**config.mk**
```make
export PLATFORM = sky130hd
export DESIGN_NAME = vic_top
export DESIGN_NICKNAME = d
export VERILOG_FILES = /design/src/rtl/vic_pkg.sv /design/src/rtl/vic_insync.sv /design/src/rtl/vic_prio.sv /design/src/rtl/vic_regfile.sv /design/src/rtl/vic_top.sv
export SDC_FILE = /design/constraint.sdc
export NUM_CORES = 1
export LEC_CHECK = 0
export BUFFER_PORTS_ARGS = -buffer_cell sky130_fd_sc_hd__buf_4
export CAP_MARGIN = 5
export CELL_PAD_IN_SITES_DETAIL_PLACEMENT = 1
export CELL_PAD_IN_SITES_GLOBAL_PLACEMENT = 1
export CORE_ASPECT_RATIO = 0.5
export CORE_MARGIN = 4
export CORE_UTILIZATION = 42
export CTS_CLUSTER_SIZE = 12
export DETAILED_ROUTE_END_ITERATION = 8
export GPL_ROUTABILITY_DRIVEN = 1
export PLACE_DENSITY = 0.77
export SYNTH_ARGS = -nofsm -noshare
export SYNTH_HDL_FRONTEND = slang
export SYNTH_SLANG_ARGS = --single-unit
```
**constraint.sdc**
```tcl
create_clock -name clk -period 4.35 [get_ports clk]
set_clock_uncertainty 0.05 [all_clocks]
set_input_delay 1.0875 -clock clk [delete_from_list [all_inputs] [get_ports clk]]
set_output_delay 1.0875 -clock clk [all_outputs]
set_load 0.01 [all_outputs]
```
**src/rtl/vic_pkg.sv**
```systemverilog
package vic_pkg;

    typedef enum logic [2:0] {
        A_STATUS  = 3'd0,
        A_PENDING = 3'd1,
        A_ENABLE  = 3'd2,
        A_ACK     = 3'd3,
        A_SETEN   = 3'd4,
        A_CLREN   = 3'd5,
        A_VECTOR  = 3'd6,
        A_MODE    = 3'd7
    } reg_sel_e;

    // bit 0 = output gating, bit 1 = hardware sampling
    typedef enum logic [1:0] {
        MODE_OFF    = 2'b00,
        MODE_OUT    = 2'b01,
        MODE_SAMPLE = 2'b10,
        MODE_FULL   = 2'b11
    } mode_e;

endpackage

```
**src/rtl/vic_insync.sv**
```systemverilog
module vic_insync #(
    parameter int N_SRC = 32,
    parameter logic [N_SRC-1:0] EDGE_MASK = '0
) (
    input  logic             clk,
    input  logic             rst_n,
    input  logic [N_SRC-1:0] irq_in,
    input  logic             smp_en,
    output logic [N_SRC-1:0] hw_set
);

    logic [N_SRC-1:0] meta_q;
    logic [N_SRC-1:0] sync_q;
    logic [N_SRC-1:0] hist_q;

    always_ff @(posedge clk or negedge rst_n) begin
        if (!rst_n) begin
            meta_q <= '0;
            sync_q <= '0;
            hist_q <= '0;
        end else begin
            meta_q <= irq_in;
            sync_q <= meta_q;
            hist_q <= sync_q;
        end
    end

    for (genvar g = 0; g < N_SRC; g++) begin : g_src
        if (EDGE_MASK[g]) begin : g_edge
            assign hw_set[g] = smp_en & sync_q[g] & ~hist_q[g];
        end else begin : g_level
            assign hw_set[g] = smp_en & sync_q[g];
        end
    end


    edge_single_pulse_chk: assert property (@(posedge clk) disable iff (!rst_n)
        (|(hw_set & EDGE_MASK)) |=> ((hw_set & $past(hw_set) & EDGE_MASK) == '0));


    no_set_when_off_chk: assert property (@(posedge clk) disable iff (!rst_n)
        !smp_en |-> (hw_set == '0));

endmodule

```
**src/rtl/vic_prio.sv**
```systemverilog
module vic_prio #(
    parameter int N_SRC = 32,
    localparam int IW = $clog2(N_SRC)
) (
    input  logic             clk,
    input  logic             rst_n,
    input  logic [N_SRC-1:0] pending,
    output logic             found,
    output logic [IW-1:0]    idx
);

    always_comb begin
        found = 1'b0;
        idx   = '0;
        for (int i = N_SRC - 1; i >= 0; i--) begin
            if (pending[i]) begin
                found = 1'b1;
                idx   = IW'(i);
            end
        end
    end


    lowest_wins_chk: assert property (@(posedge clk) disable iff (!rst_n)
        found |-> (pending[idx] &&
                   ((pending & ((N_SRC'(1) << idx) - N_SRC'(1))) == '0)));


    none_found_chk: assert property (@(posedge clk) disable iff (!rst_n)
        !found |-> (pending == '0));

endmodule

```
**src/rtl/vic_regfile.sv**
```systemverilog
module vic_regfile
    import vic_pkg::*;
#(
    parameter int N_SRC = 32,
    parameter int DW    = 32,
    localparam int IW   = $clog2(N_SRC)
) (
    input  logic             clk,
    input  logic             rst_n,
    input  logic             wr_en,
    input  logic [2:0]       reg_idx,
    input  logic [DW-1:0]    wdata,
    input  logic [N_SRC-1:0] hw_set,
    input  logic             vec_found,
    input  logic [IW-1:0]    vec_idx,
    output logic [N_SRC-1:0] pending,
    output logic             out_en,
    output logic             smp_en,
    output logic [DW-1:0]    rdata
);

    reg_sel_e         sel;
    mode_e            state_q, state_d;
    logic [N_SRC-1:0] status_q, status_d;
    logic [N_SRC-1:0] enable_q, enable_d;
    logic [N_SRC-1:0] wmask;
    logic [N_SRC-1:0] ack_mask;
    logic             stat_wr;

    assign sel   = reg_sel_e'(reg_idx);
    assign wmask = wdata[N_SRC-1:0];

    // mode state register
    always_ff @(posedge clk or negedge rst_n) begin
        if (!rst_n) state_q <= MODE_OFF;
        else        state_q <= state_d;
    end

    always_comb begin
        state_d = state_q;
        if (wr_en && sel == A_MODE) begin
            unique case (wdata[1:0])
                2'b00:   state_d = MODE_OFF;
                2'b01:   state_d = MODE_OUT;
                2'b10:   state_d = MODE_SAMPLE;
                default: state_d = MODE_FULL;
            endcase
        end
    end

    // mode outputs
    always_comb begin
        unique case (state_q)
            MODE_OFF:    begin out_en = 1'b0; smp_en = 1'b0; end
            MODE_OUT:    begin out_en = 1'b1; smp_en = 1'b0; end
            MODE_SAMPLE: begin out_en = 1'b0; smp_en = 1'b1; end
            default:     begin out_en = 1'b1; smp_en = 1'b1; end
        endcase
    end

    // status and enable
    always_comb begin
        stat_wr  = wr_en && sel == A_STATUS && !smp_en;
        ack_mask = (wr_en && sel == A_ACK) ? wmask : '0;
        status_d = ((stat_wr ? wmask : status_q) & ~ack_mask) | hw_set;

        enable_d = enable_q;
        if (wr_en) begin
            unique case (sel)
                A_ENABLE: enable_d = wmask;
                A_SETEN:  enable_d = enable_q | wmask;
                A_CLREN:  enable_d = enable_q & ~wmask;
                default:  enable_d = enable_q;
            endcase
        end
    end

    always_ff @(posedge clk or negedge rst_n) begin
        if (!rst_n) begin
            status_q <= '0;
            enable_q <= '0;
        end else begin
            status_q <= status_d;
            enable_q <= enable_d;
        end
    end

    assign pending = status_q & enable_q;

    always_comb begin
        unique case (sel)
            A_STATUS:  rdata = DW'(status_q);
            A_PENDING: rdata = DW'(pending);
            A_ENABLE:  rdata = DW'(enable_q);
            A_VECTOR:  rdata = vec_found ? DW'(vec_idx) : '1;
            A_MODE:    rdata = DW'(state_q);
            default:   rdata = '0;
        endcase
    end


    ack_clears_chk: assert property (@(posedge clk) disable iff (!rst_n)
        (wr_en && sel == A_ACK && !smp_en) |=> ((status_q & $past(wmask)) == '0));


    seten_or_chk: assert property (@(posedge clk) disable iff (!rst_n)
        (wr_en && sel == A_SETEN) |=> ((enable_q & $past(wmask)) == $past(wmask)));


    clren_chk: assert property (@(posedge clk) disable iff (!rst_n)
        (wr_en && sel == A_CLREN) |=> ((enable_q & $past(wmask)) == '0));


    hw_lands_chk: assert property (@(posedge clk) disable iff (!rst_n)
        (|hw_set) |=> ((status_q & $past(hw_set)) == $past(hw_set)));


    locked_status_chk: assert property (@(posedge clk) disable iff (!rst_n)
        (wr_en && sel == A_STATUS && smp_en) |=>
            (status_q == ($past(status_q) | $past(hw_set))));


    quiet_status_chk: assert property (@(posedge clk) disable iff (!rst_n)
        (!smp_en && !wr_en) |=> $stable(status_q));

endmodule

```
**src/rtl/vic_top.sv**
```systemverilog
module vic_top #(
    parameter int N_SRC = 32,
    parameter int DW    = 32,
    parameter logic [N_SRC-1:0] EDGE_MASK = '0
) (
    input  logic             clk,
    input  logic             rst_n,
    input  logic [N_SRC-1:0] irq_in,
    input  logic             wr_en,
    input  logic [2:0]       reg_idx,
    input  logic [DW-1:0]    wdata,
    output logic [DW-1:0]    rdata,
    output logic             irq_out
);

    localparam int IW = $clog2(N_SRC);

    logic [N_SRC-1:0] hw_set;
    logic [N_SRC-1:0] pending;
    logic             smp_en;
    logic             out_en;
    logic             vec_found;
    logic [IW-1:0]    vec_idx;

    vic_insync #(.N_SRC(N_SRC), .EDGE_MASK(EDGE_MASK)) u_sync (
        .clk    (clk),
        .rst_n  (rst_n),
        .irq_in (irq_in),
        .smp_en (smp_en),
        .hw_set (hw_set)
    );

    vic_regfile #(.N_SRC(N_SRC), .DW(DW)) u_regs (
        .clk       (clk),
        .rst_n     (rst_n),
        .wr_en     (wr_en),
        .reg_idx   (reg_idx),
        .wdata     (wdata),
        .hw_set    (hw_set),
        .vec_found (vec_found),
        .vec_idx   (vec_idx),
        .pending   (pending),
        .out_en    (out_en),
        .smp_en    (smp_en),
        .rdata     (rdata)
    );

    vic_prio #(.N_SRC(N_SRC)) u_prio (
        .clk     (clk),
        .rst_n   (rst_n),
        .pending (pending),
        .found   (vec_found),
        .idx     (vec_idx)
    );

    assign irq_out = out_en & vec_found;


    irq_needs_pending_chk: assert property (@(posedge clk) disable iff (!rst_n)
        irq_out |-> (pending != '0));

endmodule

```
==> out/results.txt, run 1 <==
setup ws final: 301 ps
Synth cell types: 49
Async S/R FF share, synth: 1.00
post-route ant nets: 0
core area: 0.0137 mm2
first-pass GRT wire length: 30900 um
net count after synthesis: 664
largest net degree at the start of global routing: 85
Max Used Layer: met4
delay-heaviest family, CP: simple AND/OR/NAND/NOR gates
TritonRoute pass-1 iters: 5
synthesized flop and latch total: 130
LEAKAGE: 0.00321 uW
pwr dens: 491 mW/mm2
vias in the first global route: 5657
WL/cell: 21.2 um
R2R cell count: 4
Post-route DRC: 0
CTS Buf Count: 17
power share of the combinational group: 0.192
FMAX: 247 MHz
Required @ worst endpoint: 3210 ps
Clock power frac: 0.385
Ports: 103
Slew Limit Fails: 0
Initial DRC Count: 479
RSZ-0062 raised after global routing: false
detailed placer's ending HPWL: 12400 um
yosys warns: 0
share of cells above drive strength 1: 0.242
slowest cell on the critical path: or2_1
min Tclk post-route: 4050 ps
most used cell, CP: buf_4
drt via density: 5.88
min-delay src: u_sync.meta_q[16]$_DFF_PN0_
Avg Cell Area, Syn: 9.98 um2
CP max FO: 16
dpl cell area: 0.00687 mm2
commonest cells in the netlist: 130 x dfrtp_1, 103 x o21ai_0, 93 x nand2_1
VDD IR max: 229 uV
Worst Max-Slew Pin Slew: 1260 ps
IO buf count: 102
Min-Delay Path Class: register to register
cell with the most instances after synthesis: dfrtp_1
postcts setup bufs: 0
met3 WL: 993 um
H-tree levels: 4
final setup violation count: 0
delay of the slowest cell on the worst path: 460 ps
Worst Path Buf+Inv: 2
Congestion Overflow GR: 0
Clk Latency, worst-skew pair: 420 ps
synthesized cell area: 0.00593 mm2
WP data arrival: 2910 ps
Setup TNS Final: 0 ps
DIE AREA: 0.0162 mm2
Sink Count: 130
fin util: 0.545
cell count of the worst hold path: 0
CTS tree: done
Crit Path Category: register to primary output
Total Wirelength: 18800 um
Post-synth top flop: dfrtp_1
Hold Violations, Final: 0
leading post-synthesis cells by cell area: dfrtp_1 55%, o21ai_0 8.7%, nand2_1 5.9%
cell chain of the critical path: a22oi_1 > nand2_1 > nor3_2 > nand3_1 > or2_1 > buf_4 > o21ai_0 > buf_4
M1 WL: 8610 um
row count: 30
post-CTS resize count: 0
CTS clk-pin slew, worst paths: 60 ps
flop2flop setup slack: 1350 ps
root buf cell: clkbuf_16
via count: 5229
crit start category: register
die height: 92.0 um
status: finished, final reports clean
hold_buf cts: 0
Synth area leader: dfrtp_1
Post-synth EDFFs: 0
die width: 176 um
Worst Hold End: u_sync.sync_q[16]$_DFF_PN0_
RR Startpoint: u_regs.state_q[1]$_DFFE_PN0P_
headroom to the max-slew limit: 0.157
Worst R2R End: u_regs.status_q[22]$_DFF_PN0_
gr usage total: 0.243
power share of the sequential group: 0.423
crit share post-route: 0.931
Sw Pwr: 1140 uW
sequential-to-total area share from yosys stat: 0.549
initial antenna violation count: 0
Placer Congestion: 0.793
Antenna Cells: 0
Detail Route met2 WL: 9000 um
top-area cell type share of the netlist area: 0.549
clock buffer depth: 2
nets: 756
dpl ws: 487 ps
post-route cell area: 0.00745 mm2
Initial Utilization: 0.434
area growth from synthesis to layout: 25.7%
Syn Inst Count: 594
sw frac: 0.310
max_cap viols: 0
Power Internal: 2530 uW
type of destination of the critical path: primary output
layout make-up:
| class | count | area, um2 |
|---|---|---|
| clock buffers | 17 | 425 |
| clock inverters | 14 | 155 |
| fillers | 1582 | 6210 |
| inverters | 1 | 3.75 |
| multi-input cells | 422 | 2500 |
| flip-flops and latches | 130 | 3250 |
| well taps | 192 | 240 |
| repair buffers | 114 | 868 |
state kept, by name, summed over array words and instances, names as in the netlist:
name	flops
u_regs.status_q	32
u_sync.sync_q	32
u_sync.meta_q	32
u_regs.enable_q	32
u_regs.state_q	2
layout by cell type, fill, tap and decap left out, types with 8 or more instances in the layout:
cell type / count
clkbuf_16: 17
a22oi_1: 8
nand2b_1: 30
nand3_1: 9
dfrtp_1: 130
nor2_1: 37
buf_4: 113
a22o_1: 35
nand2_1: 93
o21ai_0: 103
a32oi_1: 28
o21ai_2: 10
o21ai_1: 13
layer usage:
layer / vias to the layer above / GRT usage
met2: 161 / 0.398
met1: 2688 / 0.327
met3: 19 / 0.0531
met5: - / 0
li1: 2361 / -
met4: 0 / 0.0694
logic make-up (layout without fill, tap and decap cells):
logic type,after synthesis,count (layout),synth area share
muxes,6,6,0.0106
DFF,130,130,0.549
buffers and inverters,42,146,0.0310
and+or+nand+nor,185,185,0.141
AOI/OAI and AO/OA,231,231,0.268
through the flow:
| step | total power, uW | std cells | hold slack, ps |
|---|---|---|---|
| global route | 3850 | 890 | 302 |
| CTS | 3670 | 890 | 299 |
| finish | 3660 | 890 | 296 |
| floorplan | 1920 | 594 | 281 |
| global placement | 2220 | 859 | 281 |
| detailed placement | 2250 | 859 | 286 |
power by group through the flow:
stage          registers [uW]  clock network (uW)  logic, uW
3_5_place_dp             1560                   0        691
3_3_place_gp             1550                   0        669
4_1_cts                  1540                1430        703
2_1_floorplan            1490                   0        434
6_report                 1550                1410        702
5_1_grt                  1570                1500        774
how the worst max path moves through the flow:
stage / from / to / slack (ps) / cells past startpoint
after global placement: reg_idx[0] / rdata[1] / 530 / 6
after CTS: u_regs.enable_q[7]$_DFFE_PN0P_ / rdata[9] / 360 / 8
final: u_regs.enable_q[7]$_DFFE_PN0P_ / rdata[27] / 300 / 8
after detailed placement: reg_idx[0] / rdata[1] / 490 / 6
after global routing: u_regs.enable_q[7]$_DFFE_PN0P_ / rdata[27] / 210 / 8
after floorplan: reg_idx[0] / rdata[1] / 840 / 5
(Power assumes the default switching activity.)
==> run 2, diff against run 1 <==
Settings changed: ABC_CLOCK_PERIOD_IN_PS set to 4350, CORE_ASPECT_RATIO 0.5 to 1.25.
==> out/results.txt, run 2 (synthesized netlist as in run 1, its figures left out) <==
Sink Count: 130
WL/cell: 21.1 um
CP max FO: 37
Min-Delay Path Class: register to register
DIE AREA: 0.0161 mm2
drt via density: 6.04
clock buffer depth: 2
share of cells above drive strength 1: 0.245
headroom to the max-slew limit: 0.181
largest net degree at the start of global routing: 80
crit share post-route: 0.897
placed cells: 844
Post-route DRC: 0
VDD IR max: 307 uV
Hold Violations, Final: 0
Total Wirelength: 18500 um
Initial Utilization: 0.429
Ports: 103
FMAX: 256 MHz
pwr dens: 490 mW/mm2
status: finished, final reports clean
Antenna Cells: 0
die height: 141 um
IO buf count: 102
crit start category: input port
LEAKAGE: 0.00322 uW
final setup violation count: 0
gr usage total: 0.241
H-tree levels: 4
cell chain of the critical path: buf_4 > nor2_2 > buf_4 > nand2_1 > or2_1 > buf_4 > o21ai_0 > buf_4
type of destination of the critical path: primary output
Worst Max-Slew Pin Slew: 1230 ps
delay of the slowest cell on the worst path: 380 ps
Required @ worst endpoint: 3210 ps
area growth from synthesis to layout: 26.0%
CTS tree: done
cell count of the worst hold path: 0
Initial DRC Count: 530
Slew Limit Fails: 0
row count: 48
first-pass GRT wire length: 30500 um
nets: 758
Crit Path Category: input port to primary output
commonest non-fill, non-tap cell in the layout: dfrtp_1
hold_buf cts: 0
Congestion Overflow GR: 0
CTS clk-pin slew, worst paths: 60 ps
max_cap viols: 0
non-filler cells, final: 876
RSZ-0062 raised after global routing: false
min Tclk post-route: 3900 ps
Clk Latency, worst-skew pair: 420 ps
FILL cells: 1555
postcts setup bufs: 0
TritonRoute pass-1 iters: 5
CTS Buf Count: 17
initial antenna violation count: 0
post-route ant nets: 0
via count: 5288
commonest cells after routing, fill and taps aside: 130 x dfrtp_1, 114 x buf_4, 103 x o21ai_0, 93 x nand2_1, 37 x nor2_1
slowest cell on the critical path: or2_1
core area: 0.0138 mm2
R2R cell count: 3
post-CTS resize count: 0
root buf cell: clkbuf_16
vias in the first global route: 5676
most used cell, CP: buf_4
Setup TNS Final: 0 ps
Placer Congestion: 0.844
detailed placer's ending HPWL: 12600 um
WP data arrival: 2760 ps
die width: 114 um
## run 2: layer usage
| metal | wire length, um | GRT usage |
|---|---|---|
| met5 | 0 | 0 |
| met4 | 422 | 0.0863 |
| met2 | 9340 | 0.399 |
| met1 | 7840 | 0.312 |
| met3 | 866 | 0.0511 |
## run 2: area by class of cell
type | instances | area, um2 | area share
Clock buffer | 17 | 425 | 0.0570
Tap cell | 175 | 219 | 0.0293
Sequential cell | 130 | 3250 | 0.436
Clock inverter | 15 | 163 | 0.0218
Timing Repair Buffer | 116 | 896 | 0.120
Inverter | 1 | 3.75 | 0.000503
Multi-Input combinational cell | 422 | 2500 | 0.335
## run 2: final timing paths
path,start,to,slack [ps]
max in group asynchronous,rst_n,u_regs.status_q[5]$_DFF_PN0_,2770
worst max-delay path,reg_idx[0],rdata[18],450
worst min-delay path,u_sync.meta_q[1]$_DFF_PN0_,u_sync.sync_q[1]$_DFF_PN0_,300
min in group asynchronous,rst_n,u_sync.meta_q[18]$_DFF_PN0_,630
worst min register to register,u_sync.meta_q[1]$_DFF_PN0_,u_sync.sync_q[1]$_DFF_PN0_,300
worst max register to register,u_regs.state_q[1]$_DFFE_PN0P_,u_regs.status_q[15]$_DFF_PN0_,1820
## run 2: where the power goes
part | internal (uW) | total, uW | switching [uW]
registers | 1350 | 1550 | 195
clock network | 813 | 1420 | 602
logic | 324 | 695 | 371
## run 2: stage by stage
step           hold WS (ps)  power, uW  cell area, um2   util  setup WS (ps)
6_report                298       3660            7460  0.540            449
4_1_cts                 301       3690            7460  0.540            457
3_3_place_gp            281       2220            6880  0.498            539
2_1_floorplan           281       1920            5930      -            843
5_1_grt                 309       3840            7460  0.540            332
3_5_place_dp            286       2250            6880  0.498            459
## run 2: critical path, delay by kind of cell
| family | cells | cell delay [ps] |
|---|---|---|
| buffers and inverters | 4 | 860 |
| AND/OR/NAND/NOR | 3 | 690 |
| AO/OA/AOI/OAI | 1 | 100 |
